## config.mk

```make
export PLATFORM = sky130hd
export DESIGN_NAME = pot_spi_regif
export DESIGN_NICKNAME = d
export VERILOG_FILES = /design/src/rtl/pot_spi_regif.sv
export SDC_FILE = /design/constraint.sdc
export NUM_CORES = 1
export LEC_CHECK = 0
export BUFFER_PORTS_ARGS = -buffer_cell sky130_fd_sc_hd__buf_2
export CAP_MARGIN = 20
export CORE_MARGIN = 2
export CORE_UTILIZATION = 25
export CTS_BUF_LIST = sky130_fd_sc_hd__clkbuf_16
export DETAILED_ROUTE_END_ITERATION = 6
export PLACE_DENSITY = 0.52
export SKIP_CTS_REPAIR_TIMING = 1
export SLEW_MARGIN = 20
export SYNTH_ARGS = -nofsm -noshare
export SYNTH_HDL_FRONTEND = slang
export SYNTH_SLANG_ARGS = --single-unit
export TNS_END_PERCENT = 50
```

## constraint.sdc

```tcl
create_clock -name clk -period 5.4 [get_ports clk]
set_clock_uncertainty 0.05 [all_clocks]
set_input_delay 0.81 -clock clk [delete_from_list [all_inputs] [get_ports clk]]
set_output_delay 0.81 -clock clk [all_outputs]
set_load 0.05 [all_outputs]
```

## src/rtl/pot_spi_regif.sv

```systemverilog
module pot_spi_regif #(
  parameter int          AW        = 4,
  parameter int          BW        = 8,
  parameter logic [7:0]  DEV_CODE  = 8'h50,
  parameter logic [3:0]  OP_READ   = 4'hB,
  parameter logic [3:0]  OP_WRITE  = 4'hC,
  parameter int          LAST_ADDR = 6
) (
  input  logic          clk,
  input  logic          rst_n,
  input  logic          spi_sck,
  input  logic          spi_cs_n,
  input  logic          spi_sdi,
  output logic          spi_sdo_low,
  output logic [AW-1:0] reg_addr,
  output logic [BW-1:0] reg_wdata,
  output logic          reg_we,
  input  logic [BW-1:0] reg_rdata,
  input  logic          reg_busy
);
  localparam int CW = $clog2(BW);

  typedef enum logic [1:0] {PH_ID, PH_CMD, PH_DATA, PH_DEAD} phase_t;

  phase_t        phase;
  logic          sck_q, is_rd, step, load, out_on, out_bit;
  logic [CW-1:0] bitcnt;
  logic [BW-1:0] shin, txreg;
  logic [AW-1:0] ptr;

  wire          rise    = spi_sck & ~sck_q & ~spi_cs_n;
  wire          fall    = ~spi_sck & sck_q & ~spi_cs_n;
  wire [BW-1:0] byte_in = {shin[BW-2:0], spi_sdi};
  wire          done    = rise && (bitcnt == CW'(BW-1));
  wire [AW-1:0] ptr_nxt = (ptr >= AW'(LAST_ADDR)) ? '0 : ptr + 1'b1;
  wire [3:0]    op      = byte_in[7:4];

  assign reg_addr    = ptr;
  assign spi_sdo_low = out_on & ~out_bit & ~spi_cs_n;

  always_ff @(posedge clk or negedge rst_n) begin
    if (!rst_n) begin
      phase     <= PH_DEAD;
      sck_q     <= 1'b0;
      is_rd     <= 1'b0;
      step      <= 1'b0;
      load      <= 1'b0;
      out_on    <= 1'b0;
      out_bit   <= 1'b1;
      bitcnt    <= '0;
      shin      <= '0;
      txreg     <= '0;
      ptr       <= '0;
      reg_we    <= 1'b0;
      reg_wdata <= '0;
    end else begin
      sck_q  <= spi_sck;
      reg_we <= 1'b0;
      step   <= 1'b0;
      load   <= 1'b0;
      if (step) begin
        ptr <= ptr_nxt;
        if (is_rd) load <= 1'b1;
      end
      if (load) txreg <= reg_rdata;
      if (spi_cs_n) begin
        phase  <= PH_ID;
        bitcnt <= '0;
        is_rd  <= 1'b0;
        out_on <= 1'b0;
      end else begin
        if (rise) begin
          shin   <= byte_in;
          bitcnt <= bitcnt + 1'b1;
        end
        if (done) begin
          case (phase)
            PH_ID:   phase <= (byte_in == DEV_CODE) ? PH_CMD : PH_DEAD;
            PH_CMD: begin
              if (op == OP_READ || op == OP_WRITE) begin
                phase <= PH_DATA;
                ptr   <= byte_in[AW-1:0];
                is_rd <= (op == OP_READ);
                load  <= (op == OP_READ);
              end else begin
                phase <= PH_DEAD;
              end
            end
            PH_DATA: begin
              step <= 1'b1;
              if (!is_rd && !reg_busy) begin
                reg_we    <= 1'b1;
                reg_wdata <= byte_in;
              end
            end
            default: phase <= PH_DEAD;
          endcase
        end
        if (fall && phase == PH_DATA && is_rd) begin
          out_bit <= txreg[BW-1];
          txreg   <= {txreg[BW-2:0], 1'b0};
          out_on  <= 1'b1;
        end
      end
    end
  end
endmodule

```

==> results of run 1 <==
## how the worst max path moves through the flow
stage	to	slack [ns]	depth (start not counted)
final	spi_sdo_low	3.06	4
after global routing	spi_sdo_low	2.99	4
after CTS	spi_sdo_low	3.05	4
after detailed placement	spi_sdo_low	3.05	4
after global placement	spi_sdo_low	3.07	4
after floorplan	spi_sdo_low	2.82	3
## cell usage in the layout (no fill, tap or decap), types with 2 or more instances in the layout
cell       instances
nor3_1             2
clkbuf_16          5
nor3_4             2
a21oi_1            9
inv_1              7
nor2_1            12
nand2_1            5
ha_1               4
nand2b_1           4
mux2_2            15
mux2_4             3
nor2b_1            2
dfrtp_1           36
o22ai_1            2
nand2_2            2
nand3b_1           2
buf_2             27
o21ai_0            3
dfstp_2            3
mux2i_1           12
## metrics by stage
| step | area [um^2] | hold slack (ns) |
|---|---|---|
| after floorplan | 1780 | 0.400 |
| after detailed placement | 2010 | 0.422 |
| after global routing | 2150 | 0.454 |
| final | 2150 | 0.434 |
| after global placement | 2010 | 0.416 |
| after CTS | 2150 | 0.435 |
## routing by layer
metal	up-vias	track usage	wire length, um
li1	557	-	-
met1	553	0.127	1590
met2	20	0.131	1420
met3	7	0.0354	177
met4	0	0.0372	53
met5	-	0	0
## Yosys cell counts, types with 2 or more instances
| master | count | area (um^2) |
|---|---|---|
| a21oi_1 | 9 | 45.0 |
| clkbuf_1 | 2 | 7.51 |
| dfrtp_1 | 36 | 901 |
| dfstp_2 | 3 | 78.8 |
| ha_1 | 4 | 50.1 |
| inv_1 | 5 | 18.8 |
| mux2_2 | 15 | 169 |
| mux2_4 | 3 | 45.0 |
| mux2i_1 | 12 | 120 |
| nand2_1 | 5 | 18.8 |
| nand2_2 | 2 | 12.5 |
| nand2b_1 | 4 | 25.0 |
| nand3b_1 | 2 | 15.0 |
| nor2_1 | 12 | 45.0 |
| nor2b_1 | 2 | 12.5 |
| nor3_1 | 2 | 10.0 |
| nor3_4 | 2 | 32.5 |
| o21ai_0 | 3 | 15.0 |
| o22ai_1 | 2 | 12.5 |
## report_power, final
part           switching, mW  internal (mW)
combinational         0.0264         0.0295
sequential            0.0286          0.316
clock                  0.105          0.167
## cell families (layout without fill, tap and decap cells)
logic type,Yosys count,in the layout
flops,39,39
xor+xnor,1,1
buf+inv,9,40
fa+ha+maj,4,4
simple gates,38,38
compound gates,20,20
mux,30,30
## flip-flops by register name, indices dropped and copies added (netlist names), 2 cells and up
signal     cells
reg_wdata      8
txreg          8
shin           7
reg_addr       4
bitcnt         3
phase          2
## worst reg2reg max path: stages, from the launching register on
cell,delay (ns)
dfrtp_1,0.35
ha_1,0.15
ha_1,0.21
nand4bb_4,0.17
nor3_4,0.28
nand2_2,0.16
mux2_4,0.32
## cell type report
| class | instances | area [um^2] |
|---|---|---|
| Clock buffer | 5 | 125 |
| Clock inverter | 3 | 12.5 |
| Fill cell | 707 | 4680 |
| Inverter | 5 | 18.8 |
| Multi-Input combinational cell | 93 | 758 |
| Sequential cell | 39 | 980 |
| Tap cell | 96 | 120 |
| Timing Repair Buffer | 27 | 135 |
==> results.sh, run 1 <==
export IMPL_synth_nets=159
export IMPL_endpoint_kind="output pin"
export IMPL_cts_tree="built"
export IMPL_grt_pass1_wl_um=5460
export IMPL_hp_start="out_on"
export IMPL_die_w_um=88.4
export IMPL_r2r_end="reg_addr[0]"
export IMPL_netlist_instances=141
export IMPL_track_usage=0.0925
export IMPL_place_hpwl_um=2300
export IMPL_crit_type="input port to output pin"
export IMPL_diodes=0
export IMPL_slowest_delay_ns=0.26
export IMPL_drt_iter0_drc=28
export IMPL_syn_to_final_growth_pct=20.7
export IMPL_slew_headroom=0.431
export IMPL_via_per_inst=4.24
export IMPL_start_util=0.261
export IMPL_crit_fanout=9
export IMPL_cp_common_cell="buf_2"
export IMPL_final_cells=268
export IMPL_cp_slowest_cell="buf_2"
export IMPL_ff2ff_path_depth=6
export IMPL_period_minus_slack_ns=2.34
export IMPL_reg2reg_from="bitcnt[0]"
export IMPL_tns_ns=0
export IMPL_dp_cells=260
export IMPL_die_area_mm2=0.00781
export IMPL_coreArea_mm2=0.00683
export IMPL_gp_congestion=0.715
export IMPL_syn_area_mm2=0.00178
export IMPL_cts_clk_slew_worst_paths_ns=0.05
export IMPL_synth_top_family_by_area="multiplexers"
export IMPL_path_cells="buf_2 > nand2b_1 > nor2_1 > buf_2"
export IMPL_hold_path_class="flop to flop"
export IMPL_antenna_left=0
export IMPL_synth_fa_ha_area_frac=0.0281
export IMPL_numCtsBuffers=5
export IMPL_avgSynthCellArea_um2=12.6
export IMPL_wl_per_cell_um=12.1
export IMPL_drv_cap=0
export IMPL_hold_path_depth=2
export IMPL_synth_xor_area_share=0.00492
export IMPL_critPathArrivalTime_ns=1.48
export IMPL_grt_max_degree=40
export IMPL_critical_path_required_ns=4.54
export IMPL_start_kind="input port"
export IMPL_clock_latency_ns=0.27
export IMPL_cts_num_sinks=39
export IMPL_vias=1137
export IMPL_cp_top_family="buffers and inverters"
export IMPL_drive_above_1_share=0.355
export IMPL_hold_viol=0
export IMPL_worstMarginPinSlew_ns=0.854
export IMPL_cts_max_level=2
export IMPL_synth_warnings=0
export IMPL_power_uw=672
export IMPL_rsz0062_at_grt="no"
export IMPL_slew_viol_final=0
export IMPL_setup_ws_ns=3.06
export IMPL_overflow=0
export IMPL_die_y_um=88.4
export IMPL_cts_max_path_buffers=2
export IMPL_yosys_most_used_dff="dfrtp_1"
export IMPL_grt_antenna_before_repair=0
export IMPL_regToRegSetupSlack_ns=3.60
export IMPL_first_pass_iters=2
export IMPL_setup_viol=0
export IMPL_yosysUniqueCellTypes=35
export IMPL_leakagePower_nw=1.03
export IMPL_outcome="finished, final reports clean"
export IMPL_p_per_area_mw_per_mm2=313
export IMPL_synthSimpleGateAreaFrac=0.141
export IMPL_routed_wirelength_um=3240
export IMPL_vdd_ir_drop_max_uv=110
export IMPL_drc=0
export IMPL_min_to="out_on"
export IMPL_rows=30
export IMPL_port_buffers=27
export IMPL_async_reset_ff_frac=1.00
export IMPL_grt_pass1_vias=1100
export IMPL_synth_compound_area_frac=0.0647
export IMPL_finalCritPeriodShare=0.434
export IMPL_path_buf_inv=2
export IMPL_fmax_ghz=0.427
export IMPL_critPathLaunch="spi_cs_n"
export IMPL_synthMuxAreaShare=0.188
export IMPL_root_buffer="clkbuf_16"
export IMPL_preCtsSetupSlack_ns=3.05
export IMPL_synth_seq_area_share=0.550
export IMPL_fin_nets=189
export IMPL_fin_util=0.315
export IMPL_synth_edf_count=0
export IMPL_ys_seq_elements=39
export IMPL_ios=28
Note: power is estimated with default switching activity, not from simulation.
==> run 2, diff against run 1 <==
Settings changed: ABC_AREA set to 1, PLACE_DENSITY 0.52 to 0.51.
Clock period 5.4 ns to 2.5 ns, I/O delays scaled along.
==> run 2 against run 1 <==
- die area rose by 4.3%
- setup slack got worse by 2.1 ns
- critical path depth rose by 4
- clock-buffer cell count did not move
- final cell count rose by 28%
- synthesized area rose by 4.5%
- critical endpoint is now reg_wdata[7]
- wire length rose by 5.1%
==> results.sh, run 2 <==
export IMPL_clock_latency_ns=0.28
export IMPL_start_kind="flop"
export IMPL_crit_fanout=16
export IMPL_cts_tree="built"
export IMPL_die_y_um=90.3
export IMPL_drt_iter0_drc=89
export IMPL_seqCellArea_um2=980
export IMPL_synth_nets=232
export IMPL_grt_antenna_before_repair=0
export IMPL_routed_wirelength_um=3410
export IMPL_cts_max_level=2
export IMPL_synth_edf_count=0
export IMPL_diodes=0
export IMPL_synth_top_area_share=0.484
export IMPL_die_area_mm2=0.00815
export IMPL_layout_common_cells="nand2_1, dfrtp_1, buf_2, inv_1, o21ai_0"
export IMPL_yosys_area_top_type="dfrtp_1"
export IMPL_coreArea_mm2=0.00721
export IMPL_cts_num_sinks=39
export IMPL_yosys_top_cells_area="dfrtp_1, nand2_1, inv_1, o21ai_0, dfstp_2"
export IMPL_reg2reg_from="bitcnt[0]"
export IMPL_fin_util=0.312
export IMPL_critical_path_required_ns=2.62
export IMPL_slew_viol_final=0
export IMPL_met1_usage=0.126
export IMPL_synth_common_cells="nand2_1, dfrtp_1, inv_1"
export IMPL_drc=0
export IMPL_hold_viol=0
export IMPL_yosys_cell_count_top_type="nand2_1"
export IMPL_syn_to_final_growth_pct=21.0
export IMPL_ff2ff_path_depth=8
export IMPL_synth_warnings=0
export IMPL_finalCritPeriodShare=0.629
export IMPL_root_buffer="clkbuf_16"
export IMPL_overflow=0
export IMPL_via_per_inst=4.13
export IMPL_vdd_ir_drop_max_uv=329
export IMPL_yosys_most_used_dff="dfrtp_1"
export IMPL_wl_per_cell_um=9.90
export IMPL_start_util=0.258
export IMPL_setup_viol=0
export IMPL_grt_max_degree=40
export IMPL_first_pass_iters=4
export IMPL_p_per_area_mw_per_mm2=674
export IMPL_drv_cap=0
export IMPL_multi_input_area_um2=734
export IMPL_port_buffers=27
export IMPL_use_met3=0.0242
export IMPL_period_minus_slack_ns=1.57
export IMPL_vias=1422
export IMPL_rsz0062_at_grt="no"
export IMPL_numCtsBuffers=5
export IMPL_leakagePower_nw=1.18
export IMPL_busiest_layer="met2"
export IMPL_outcome="finished, final reports clean"
export IMPL_yosysUniqueCellTypes=29
export IMPL_use_met2=0.142
export IMPL_reg_top3="reg_wdata x8, txreg x8, shin x7"
export IMPL_synth_seq_area_share=0.527
export IMPL_antenna_left=0
export IMPL_ios=28
export IMPL_drive_above_1_share=0.216
export IMPL_slew_headroom=0.439
export IMPL_gp_congestion=0.731
export IMPL_hold_path_class="input port to async pin"
export IMPL_cts_clk_slew_worst_paths_ns=0.05
export IMPL_netlist_instances=214
export IMPL_avgSynthCellArea_um2=8.69
export IMPL_syn_area_mm2=0.00186
export IMPL_fmax_ghz=0.636
export IMPL_grt_pass1_wl_um=6180
export IMPL_hold_ws_ns=0.144
export IMPL_cts_max_path_buffers=2
export IMPL_critPathArrivalTime_ns=1.69
export IMPL_n_fill_cell=794
export IMPL_endpoint_kind="flop"
export IMPL_rows=31
export IMPL_fin_nets=262
export IMPL_die_w_um=90.3
export IMPL_critPathLaunch="bitcnt[0]"
export IMPL_worstMarginPinSlew_ns=0.841
export IMPL_grt_pass1_vias=1374
export IMPL_ys_seq_elements=39
export IMPL_tns_ns=0
export IMPL_async_reset_ff_frac=1.00
export IMPL_final_common_cell="nand2_1"
export IMPL_track_usage=0.0929
export IMPL_crit_type="flop to flop"
export IMPL_place_hpwl_um=2560
==> run 2: worst paths after layout <==
kind / to / slack, ns
worst max-delay path: reg_wdata[7] / 0.93
worst min-delay path: reg_wdata[6] / 0.14
worst max register to register: reg_wdata[7] / 0.93
worst min register to register: phase[0] / 0.42
max in group asynchronous: bitcnt[0] / 1.71
min in group clk: sck_q / 0.25
==> run 2: kinds of logic (layout without fill, tap and decap cells) <==
logic type / after synthesis / count (layout) / share of synthesized area
compound gates: 34 / 34 / 0.108
xor+xnor: 1 / 1 / 0.00471
fa+ha+maj: 4 / 4 / 0.0269
buf+inv: 34 / 65 / 0.0787
flops: 39 / 39 / 0.527
simple gates: 102 / 102 / 0.255
==> run 2: layout make-up <==
class	count	area share
Sequential cell	39	0.435
Multi-Input combinational cell	141	0.326
Inverter	30	0.0511
Tap cell	99	0.0550
Timing Repair Buffer	27	0.0600
Clock inverter	3	0.0172
Clock buffer	5	0.0556
==> run 2: through the flow <==
step / worst slack [ns] / total power, mW / cells / instance area (um^2)
floorplan: 0.603 / 0.785 / 214 / 1860
global placement: 0.942 / 0.837 / 336 / 2090
detailed placement: 0.924 / 0.837 / 336 / 2090
CTS: 0.908 / 1.55 / 344 / 2250
global route: 0.773 / 1.60 / 344 / 2250
finish: 0.927 / 1.52 / 344 / 2250
==> run 2: critical path, cell delays in order, from the launching register on <==
cell and delay (ns):
dfrtp_1 0.38, ha_1 0.20, ha_1 0.17, inv_1 0.17, nor2_8 0.08, nand2_4 0.19
clkinv_1 0.11, nand2_1 0.06, nand2_1 0.05
==> run 2: power breakdown <==
group          total, mW  leakage (nW)  switching, mW  internal (mW)
Combinational      0.120         0.613         0.0825         0.0373
Clock              0.696        0.0812          0.231          0.465
Sequential         0.703         0.484         0.0328          0.670
==> run 2: per-layer routing <==
| layer | share of wire | up-vias |
|---|---|---|
| li1 | - | 741 |
| met1 | 0.49 | 659 |
| met2 | 0.46 | 15 |
| met3 | 0.026 | 7 |
| met4 | 0.019 | 0 |
| met5 | 0 | - |
